[config.mk]
export PLATFORM = sky130hd
export DESIGN_NAME = gpio_data_bank
export DESIGN_NICKNAME = d
export VERILOG_FILES = /design/src/rtl/gpio_bank_pkg.sv /design/src/rtl/gpio_reg_decode.sv /design/src/rtl/gpio_out_latch.sv /design/src/rtl/gpio_in_sync.sv /design/src/rtl/gpio_data_bank.sv
export SDC_FILE = /design/constraint.sdc
export NUM_CORES = 1
export LEC_CHECK = 0
export ABC_CLOCK_PERIOD_IN_PS = 1750
export BUFFER_PORTS_ARGS = -buffer_cell sky130_fd_sc_hd__buf_2
export CORE_ASPECT_RATIO = 0.6
export CORE_MARGIN = 2
export CORE_UTILIZATION = 55
export CTS_CLUSTER_SIZE = 16
export DETAILED_ROUTE_END_ITERATION = 16
export PLACE_DENSITY_LB_ADDON = 0.05
export SYNTH_ARGS = -nofsm -noshare
export SYNTH_HDL_FRONTEND = slang
export SYNTH_SLANG_ARGS = --single-unit
[constraint.sdc]
create_clock -name clk -period 1.75 [get_ports clk]
set_clock_uncertainty 0.05 [all_clocks]
set_input_delay 0.175 -clock clk [delete_from_list [all_inputs] [get_ports clk]]
set_output_delay 0.175 -clock clk [all_outputs]
set_load 0.005 [all_outputs]
[src/rtl/gpio_bank_pkg.sv]
package gpio_bank_pkg;
  // word indices (byte address >> 2) of the mapped registers
  localparam int unsigned WI_OUT = 0;
  localparam int unsigned WI_SET = 1;
  localparam int unsigned WI_CLR = 2;
  localparam int unsigned WI_TOG = 3;
  localparam int unsigned WI_IN  = 4;
  localparam int unsigned WI_DIR = 5;

  typedef struct packed {
    logic dout;
    logic dset;
    logic dclr;
    logic dtog;
    logic din;
    logic ddir;
  } reg_sel_t;
endpackage

[src/rtl/gpio_reg_decode.sv]
module gpio_reg_decode
  import gpio_bank_pkg::*;
#(
  parameter int AW = 8
) (
  input  logic [AW-1:0] addr,
  input  logic          wr,
  input  logic          rd,
  output reg_sel_t      wsel,
  output reg_sel_t      rsel
);
  localparam int WW = AW - 2;

  logic [WW-1:0] widx;
  logic          aligned;
  reg_sel_t      hit;

  assign widx    = addr[AW-1:2];
  assign aligned = (addr[1:0] == 2'b00);

  always_comb begin
    hit      = '0;
    hit.dout = aligned && (widx == WW'(WI_OUT));
    hit.dset = aligned && (widx == WW'(WI_SET));
    hit.dclr = aligned && (widx == WW'(WI_CLR));
    hit.dtog = aligned && (widx == WW'(WI_TOG));
    hit.din  = aligned && (widx == WW'(WI_IN));
    hit.ddir = aligned && (widx == WW'(WI_DIR));
  end

  assign wsel = wr ? hit : '0;
  assign rsel = rd ? hit : '0;

  always_comb begin
    a_r8_sel_onehot: assert ($onehot0(hit));
  end
endmodule

[src/rtl/gpio_out_latch.sv]
module gpio_out_latch
  import gpio_bank_pkg::*;
#(
  parameter int NPINS = 32
) (
  input  logic             clk,
  input  logic             rst,
  input  reg_sel_t         wsel,
  input  logic [NPINS-1:0] wdata,
  output logic [NPINS-1:0] out_q,
  output logic [NPINS-1:0] dir_q
);
  always_ff @(posedge clk) begin
    if (rst) begin
      out_q <= '0;
      dir_q <= '0;
    end else begin
      if (wsel.dout)      out_q <= wdata;
      else if (wsel.dset) out_q <= out_q | wdata;
      else if (wsel.dclr) out_q <= out_q & ~wdata;
      else if (wsel.dtog) out_q <= out_q ^ wdata;
      if (wsel.ddir) dir_q <= wdata;
    end
  end

  a_r1_reset_clear: assert property (@(posedge clk)
    rst |=> (out_q == '0 && dir_q == '0));
  a_r2_plain_load: assert property (@(posedge clk) disable iff (rst)
    wsel.dout |=> out_q == $past(wdata));
  a_r3_set_bits: assert property (@(posedge clk) disable iff (rst)
    wsel.dset |=> ((out_q & $past(wdata)) == $past(wdata))
                  && ((out_q & ~$past(wdata)) == ($past(out_q) & ~$past(wdata))));
  a_r4_clear_bits: assert property (@(posedge clk) disable iff (rst)
    wsel.dclr |=> ((out_q & $past(wdata)) == '0)
                  && ((out_q & ~$past(wdata)) == ($past(out_q) & ~$past(wdata))));
  a_r5_toggle_bits: assert property (@(posedge clk) disable iff (rst)
    wsel.dtog |=> (out_q ^ $past(out_q)) == $past(wdata));
  a_r10_out_hold: assert property (@(posedge clk) disable iff (rst)
    !(wsel.dout || wsel.dset || wsel.dclr || wsel.dtog) |=> $stable(out_q));
  a_r7_dir_hold: assert property (@(posedge clk) disable iff (rst)
    !wsel.ddir |=> $stable(dir_q));
endmodule

[src/rtl/gpio_in_sync.sv]
module gpio_in_sync #(
  parameter int NPINS  = 32,
  parameter int STAGES = 2
) (
  input  logic             clk,
  input  logic             rst,
  input  logic [NPINS-1:0] pin_in,
  output logic [NPINS-1:0] pin_sync
);
  logic [NPINS-1:0] stg [STAGES];

  genvar k;
  generate
    for (k = 0; k < STAGES; k++) begin : g_stage
      if (k == 0) begin : g_first
        always_ff @(posedge clk) begin
          if (rst) stg[0] <= '0;
          else     stg[0] <= pin_in;
        end
      end else begin : g_next
        always_ff @(posedge clk) begin
          if (rst) stg[k] <= '0;
          else     stg[k] <= stg[k-1];
        end
      end
    end
  endgenerate

  assign pin_sync = stg[STAGES-1];

  generate
    if (STAGES == 2) begin : g_chk
      logic [1:0] warm;
      always_ff @(posedge clk) begin
        if (rst)            warm <= '0;
        else if (warm != 2) warm <= warm + 2'd1;
      end
      a_r6_two_edge_delay: assert property (@(posedge clk) disable iff (rst)
        (warm == 2) |-> pin_sync == $past(pin_in, 2));
    end
  endgenerate
endmodule

[src/rtl/gpio_data_bank.sv]
module gpio_data_bank
  import gpio_bank_pkg::*;
#(
  parameter int AW    = 8,
  parameter int NPINS = 32
) (
  input  logic             clk,
  input  logic             rst,
  input  logic [AW-1:0]    bus_addr,
  input  logic             bus_wr,
  input  logic [NPINS-1:0] bus_wdata,
  input  logic             bus_rd,
  output logic [NPINS-1:0] bus_rdata,
  input  logic [NPINS-1:0] pin_in,
  output logic [NPINS-1:0] pin_out,
  output logic [NPINS-1:0] pin_oe
);
  reg_sel_t         wsel;
  reg_sel_t         rsel;
  logic [NPINS-1:0] out_q;
  logic [NPINS-1:0] dir_q;
  logic [NPINS-1:0] in_q;
  logic [NPINS-1:0] rd_mux;

  gpio_reg_decode #(.AW(AW)) u_dec (
    .addr (bus_addr),
    .wr   (bus_wr),
    .rd   (bus_rd),
    .wsel (wsel),
    .rsel (rsel)
  );

  gpio_out_latch #(.NPINS(NPINS)) u_lat (
    .clk   (clk),
    .rst   (rst),
    .wsel  (wsel),
    .wdata (bus_wdata),
    .out_q (out_q),
    .dir_q (dir_q)
  );

  gpio_in_sync #(.NPINS(NPINS), .STAGES(2)) u_sync (
    .clk      (clk),
    .rst      (rst),
    .pin_in   (pin_in),
    .pin_sync (in_q)
  );

  // set/clear/toggle aliases and unmapped words contribute nothing
  always_comb begin
    rd_mux = '0;
    if (rsel.dout) rd_mux = rd_mux | out_q;
    if (rsel.din)  rd_mux = rd_mux | in_q;
    if (rsel.ddir) rd_mux = rd_mux | dir_q;
  end

  always_ff @(posedge clk) begin
    if (rst) bus_rdata <= '0;
    else     bus_rdata <= rd_mux;
  end

  assign pin_out = out_q;
  assign pin_oe  = dir_q;

  a_r9_idle_zero: assert property (@(posedge clk) disable iff (rst)
    !bus_rd |=> bus_rdata == '0);
  a_r8_alias_zero: assert property (@(posedge clk) disable iff (rst)
    (bus_rd && (rsel.dset || rsel.dclr || rsel.dtog)) |=> bus_rdata == '0);
  a_r7_oe_readback: assert property (@(posedge clk) disable iff (rst)
    (bus_rd && rsel.ddir) |=> bus_rdata == $past(pin_oe));
endmodule

After elaboration in Yosys (flattened, before gate mapping)
Memories as Yosys holds them, arrays and structs flattened.
Index checks and enable logic that the tools add are counted.
Widths: inputs -> output; s select.

storage, ports and cells
  input port bits = 76
  word-level logic and storage cells = 40
  bits in registers = 96
  output and inout port bits = 96
  bits in writable memories = 64
  memories = 1

memory list
  memory      depth  width  read ports  clocked after memory_dff  write ports  RTL line            source
  u_sync.stg  2      32     2           0                         2            gpio_in_sync.sv:10  logic [NPINS-1:0] stg [STAGES];

operators by class
  equality and inequality tests = 5
  reduce and logical (&&, ||, !) cells = 9
  bitwise gates (word level) = 8
  multiplexer cells = 14

operator list
  kind                count
  $mux 32             9
  $or 32x32->32       3
  $and 32x32->32      1
  $not 32->32         1
  $xor 32x32->32      1
  $eq 6x2->1 const B  2
  $eq 6x3->1 const B  2
  $mux 6              2
  $eq 6x1->1 const B  1
  $logic_and 1x1->1   6
  $logic_not 6->1     1
  $reduce_bool 4->1   1
  $mux 1              3
  $logic_not 2->1     1
  $or 1x1->1          2

Longest topological paths before layout
  depth in word-level cells = 8
  gate-level depth with buffers = 6
  gate-level depth less buffers = 5

Modules after synthesis
Synthesis repeated with hierarchy kept, for this count alone.

unflattened totals
  cells, all modules = 750
  area, all modules = 7419.6 um2

by module, submodules not included
  module           sequential area each (um2)  cells an instance  area an instance (um2)  instances
  gpio_out_latch   1281.2                      486                4190.3                  1
  gpio_in_sync     1281.2                      135                1918.1                  1
  gpio_data_bank   640.6                       108                1174.9                  1
  gpio_reg_decode  0.0                         21                 136.4                   1

Worst setup path after synthesis
Ideal clock, no wire load.

  kind = input-to-reg
  from = in bus_addr[4]
  to = reg u_lat.out_q[3]
  data required time = 1.564 ns
  path buffers = 3
  setup slack = 0.351 ns
  stages = 6
  setup time = 0.136 ns
  data arrival time = 1.213 ns
  cell sequence = buf_6 -> nor4b_4 -> and2_0 -> buf_4 -> buf_12 -> a311oi_2

on the way
  longest elaborated chain between the ends = 6
  elaborated cells between the ends (all ways) = 13
  classes of those cells = 3 x eq/ne; 4 x mux; 6 x reduce/logical

ends and longest elaborated chain
  what                  RTL line               source
  start, declared       gpio_data_bank.sv:9    input logic [AW-1:0] bus_addr,
  $eq 6x2->1            gpio_reg_decode.sv:25  hit.dclr = aligned && (widx == WW'(WI_CLR));
  $logic_and 1x1->1     gpio_reg_decode.sv:25
  $mux 6 *              gpio_reg_decode.sv:31  assign wsel = wr ? hit : '0;
  $mux 32               gpio_out_latch.sv:20   else if (wsel.dclr) out_q <= out_q & ~wdata;
  $mux 32               gpio_out_latch.sv:19   else if (wsel.dset) out_q <= out_q | wdata;
  $mux 32               gpio_out_latch.sv:18   if (wsel.dout) out_q <= wdata;
  end signal, assigned  gpio_out_latch.sv:18
  end signal, assigned  gpio_out_latch.sv:19
  end signal, assigned  gpio_out_latch.sv:20
  end, declared         gpio_out_latch.sv:10   output logic [NPINS-1:0] out_q,

Every way passes the cells marked *; elsewhere a longest branch is shown, timed or not.
A chain may end at the register's enable or synchronous reset.

Worst setup path after layout
  from = reg u_lat.out_q[7]
  to = reg u_lat.out_q[7]

on the way
  longest elaborated chain between the ends = 5
  elaborated cells between the ends (all ways) = 7
  classes of those cells = 4 x mux; 3 x bitwise

ends and longest elaborated chain
  what            RTL line              source
  $xor 32x32->32  gpio_out_latch.sv:21  else if (wsel.dtog) out_q <= out_q ^ wdata;
  $mux 32         gpio_out_latch.sv:21
  $mux 32         gpio_out_latch.sv:20
  $mux 32 *       gpio_out_latch.sv:19
  $mux 32 *       gpio_out_latch.sv:18

Every way passes the cells marked *; elsewhere a longest branch is shown, timed or not. The select of a mux whose other input is x is not followed.

==> impl_results.md <==
- Status: complete, no violations
- Post-layout min period: 1470 ps
- CP Data Required Time: 2010 ps
- Largest net degree at the start of global routing: 103
- Critical path class: reg2reg
- Register area share after synthesis: 40.7%
- F_max: 0.679 GHz
- Synth Register Bits: 160
- Die H: 96.6 um
- Routing usage on met3: 6.05%
- Setup TNS: 0 ps
- Cell Area, Synth: 7860 um2
- Slowest-stage cell, CP: dfxtp_1
- Root buf cell: clkbuf_16
- Worst path cell trace: inv_1 -> ha_1 -> mux2_2 -> nand2_1 -> a311oi_2
- Synth top area cells: dfxtp_1, ha_1, mux2_2, nor2b_1, nand2b_1
- Die area: 15,300 um2
- Initial Util: 57.0%
- Met1 usage in global routing: 33.5%
- Number of buffers inserted during clock tree synthesis: 17
- P&R area growth vs syn: 26.2%
- DRC violations left: 0
- H-tree levels: 4
- Worst-path clk slew: 70 ps
- Row cnt: 33
- Number of global-route vias before repair: 6,644
- Post-route ant nets: 0
- CTS tree: built
- Cell taking the most area after synthesis: dfxtp_1
- Pins over their slew limit: 0
- Max FO, Critical Path: 5
- Crit path largest cell delay: 400 ps
- Yosys cell types: 26
- Setup Viol. Count Final: 0
- Port bufs: 171
- Slew @ Worst Pin: 930 ps
- Final Hold Vio Count: 0
- RSZ-0062 raised after global routing: false
- Total track usage: 26.3%
- Boundary Pins: 172
- Routed vias: 6,452
- Dpl hpwl: 12.5 mm
- First-pass iteration count of the detailed router: 5
- Register-to-register setup slack: 280 ps
- Hold Path Class: in2reg
- Most used routing layer in global routing: met2
- Worst path arrival time: 1740 ps
- Final nets: 1,139
- DR WL/cell: 16.4 um
- GPL Wtd Cong: 0.802
- Power Density: 841 nW/um2
- Ys Warns: 0
- Drt initial violations: 347
- N_diodes: 0
- Post-Syn Nets: 948
- Mean Syn Cell Area: 9.73 um2
- Avg Vias per Cell: 5.36
- Share of cells above drive strength 1: 28.9%
- Part of the cycle the worst path needs: 84.2%
- CTS sink cnt: 160
- Clk buf depth: 2
- # resized after CTS: 0
- Drt total wl: 19.8 mm
- Worst skew pair latency: 420 ps
- Peak VDD IR: 0.000661 V
- Die Wd: 158 um
- Critical path launch point type: flop
- Slew headroom: 37.8%
- Core area: 13,800 um2
- Antenna violations before repair: 0
- Final core utilization: 71.9%
- Maxcap violations: 0
- Synth top area share: 40.7%
- Grt ovf: 0
- CP Capture Type: flop
- Lkg Pwr: 0.00440 uW
- Met2 Usage GRT: 44.8%
- Syn Inst Count: 808
- First-pass GRT wire length: 32.5 mm
[flip-flops by register name, summed over array words and instances (netlist names)]
signal       cells
u_lat.dir_q     32
u_lat.out_q     32
u_sync.stg      64
bus_rdata       32
[kinds of logic (layout without fill, tap and decap cells)]
family	count (synthesis)	count (layout)	share of synthesized area (%)
AOI/OAI and AO/OA	128	128	12.5
adders and majority gates	64	64	10.2
buffers and inverters	127	331	7.59
DFF	160	160	40.7
muxes	96	96	13.2
and+or+nand+nor	233	233	15.8
[through the flow]
| stage | hold slack, ps | instances | setup WS (ps) | instance area [um2] | power, uW |
|---|---|---|---|---|---|
| floorplan | 253 | 808 | 351 | 7860 | 4280 |
| global placement | 333 | 1125 | 186 | 8840 | 4480 |
| finish | 3.27 | 1204 | 277 | 9920 | 8340 |
| global route | 2.54 | 1204 | 221 | 9920 | 8650 |
| CTS | 0.189 | 1203 | 296 | 9910 | 8400 |
| detailed placement | 337 | 1125 | 165 | 8840 | 4520 |
[cell type report]
cell class / count / area (um2)
Timing Repair Buffer: 235 / 1550
Inverter: 64 / 240
Multi-Input combinational cell: 521 / 4080
Fill cell: 1056 / 3870
Clock buffer: 20 / 467
Clock inverter: 12 / 148
Sequential cell: 160 / 3200
Tap cell: 192 / 240
[power by group]
group	internal (uW)	switching (uW)	leakage, uW
Combinational	394	398	0.00280
Clock	2250	1560	0.000296
Sequential	3720	23.1	0.00130
[placed cells by master, fill, tap and decap left out]
master         count
dfxtp_1          160
inv_8              1
nor3_4             1
nand2b_1          64
buf_12             7
nor2_4             1
nand4b_1           1
a311oi_1          29
ha_1              64
and3_1             1
dlygate4sd3_1     47
mux2i_1           32
a21oi_1           32
clkinvlp_4         2
a22oi_1           32
buf_2            169
nor2b_1           65
a311oi_2           3
nor2_1            65
clkinv_4           4
bufinv_16          2
mux2_2            64
a211o_1           32
nor4b_4            1
nand2_1           32
inv_6              3
clkbuf_8           3
buf_4             12
inv_1             64
and2_2             1
clkbuf_16         17
and4b_2            1
[repair_timing]
item,CTS,global route
setup buffers,0,0
endpoints found under the hold margin,46,1
hold buffers,46,1
[layer usage]
metal	vias up	part of all wire [%]
met4	0	1.3
met5	-	0
met3	23	6.1
li1	3112	-
met1	3114	43
met2	203	49
[worst paths after layout]
path / startpoint / endpoint / cells after the start
worst max-delay path: u_lat.out_q[7] / u_lat.out_q[7] / 5
worst min-delay path: bus_wdata[24] / u_lat.dir_q[24] / 3
worst max register to register: u_lat.out_q[7] / u_lat.out_q[7] / 5
worst min register to register: u_sync.stg[0][13] / u_sync.stg[1][13] / 1
[worst max-delay path, delay by kind of cell (launching register included)]
| family | cells | cell delay [ps] |
|---|---|---|
| DFF | 1 | 400 |
| AOI/OAI and AO/OA | 1 | 350 |
| adders and majority gates | 1 | 280 |
| muxes | 1 | 150 |
| and+or+nand+nor | 1 | 80 |
| buffers and inverters | 1 | 60 |
[synthesized netlist by cell type]
master,count
buf_6,7
inv_1,64
nor4b_4,1
a21oi_1,32
mux2i_1,32
and3_1,1
a22oi_1,32
dfxtp_1,160
a311oi_2,3
buf_4,2
buf_12,1
nand2_1,32
a211o_1,32
and4b_1,1
buf_2,17
mux2_2,64
a311oi_1,29
ha_1,64
nor3_2,1
clkbuf_1,34
and2_0,1
nor2_1,66
nor2b_1,65
nand2b_1,64
nand4b_1,1
buf_8,2
No activity file was read; power rests on OpenSTA's default activity.
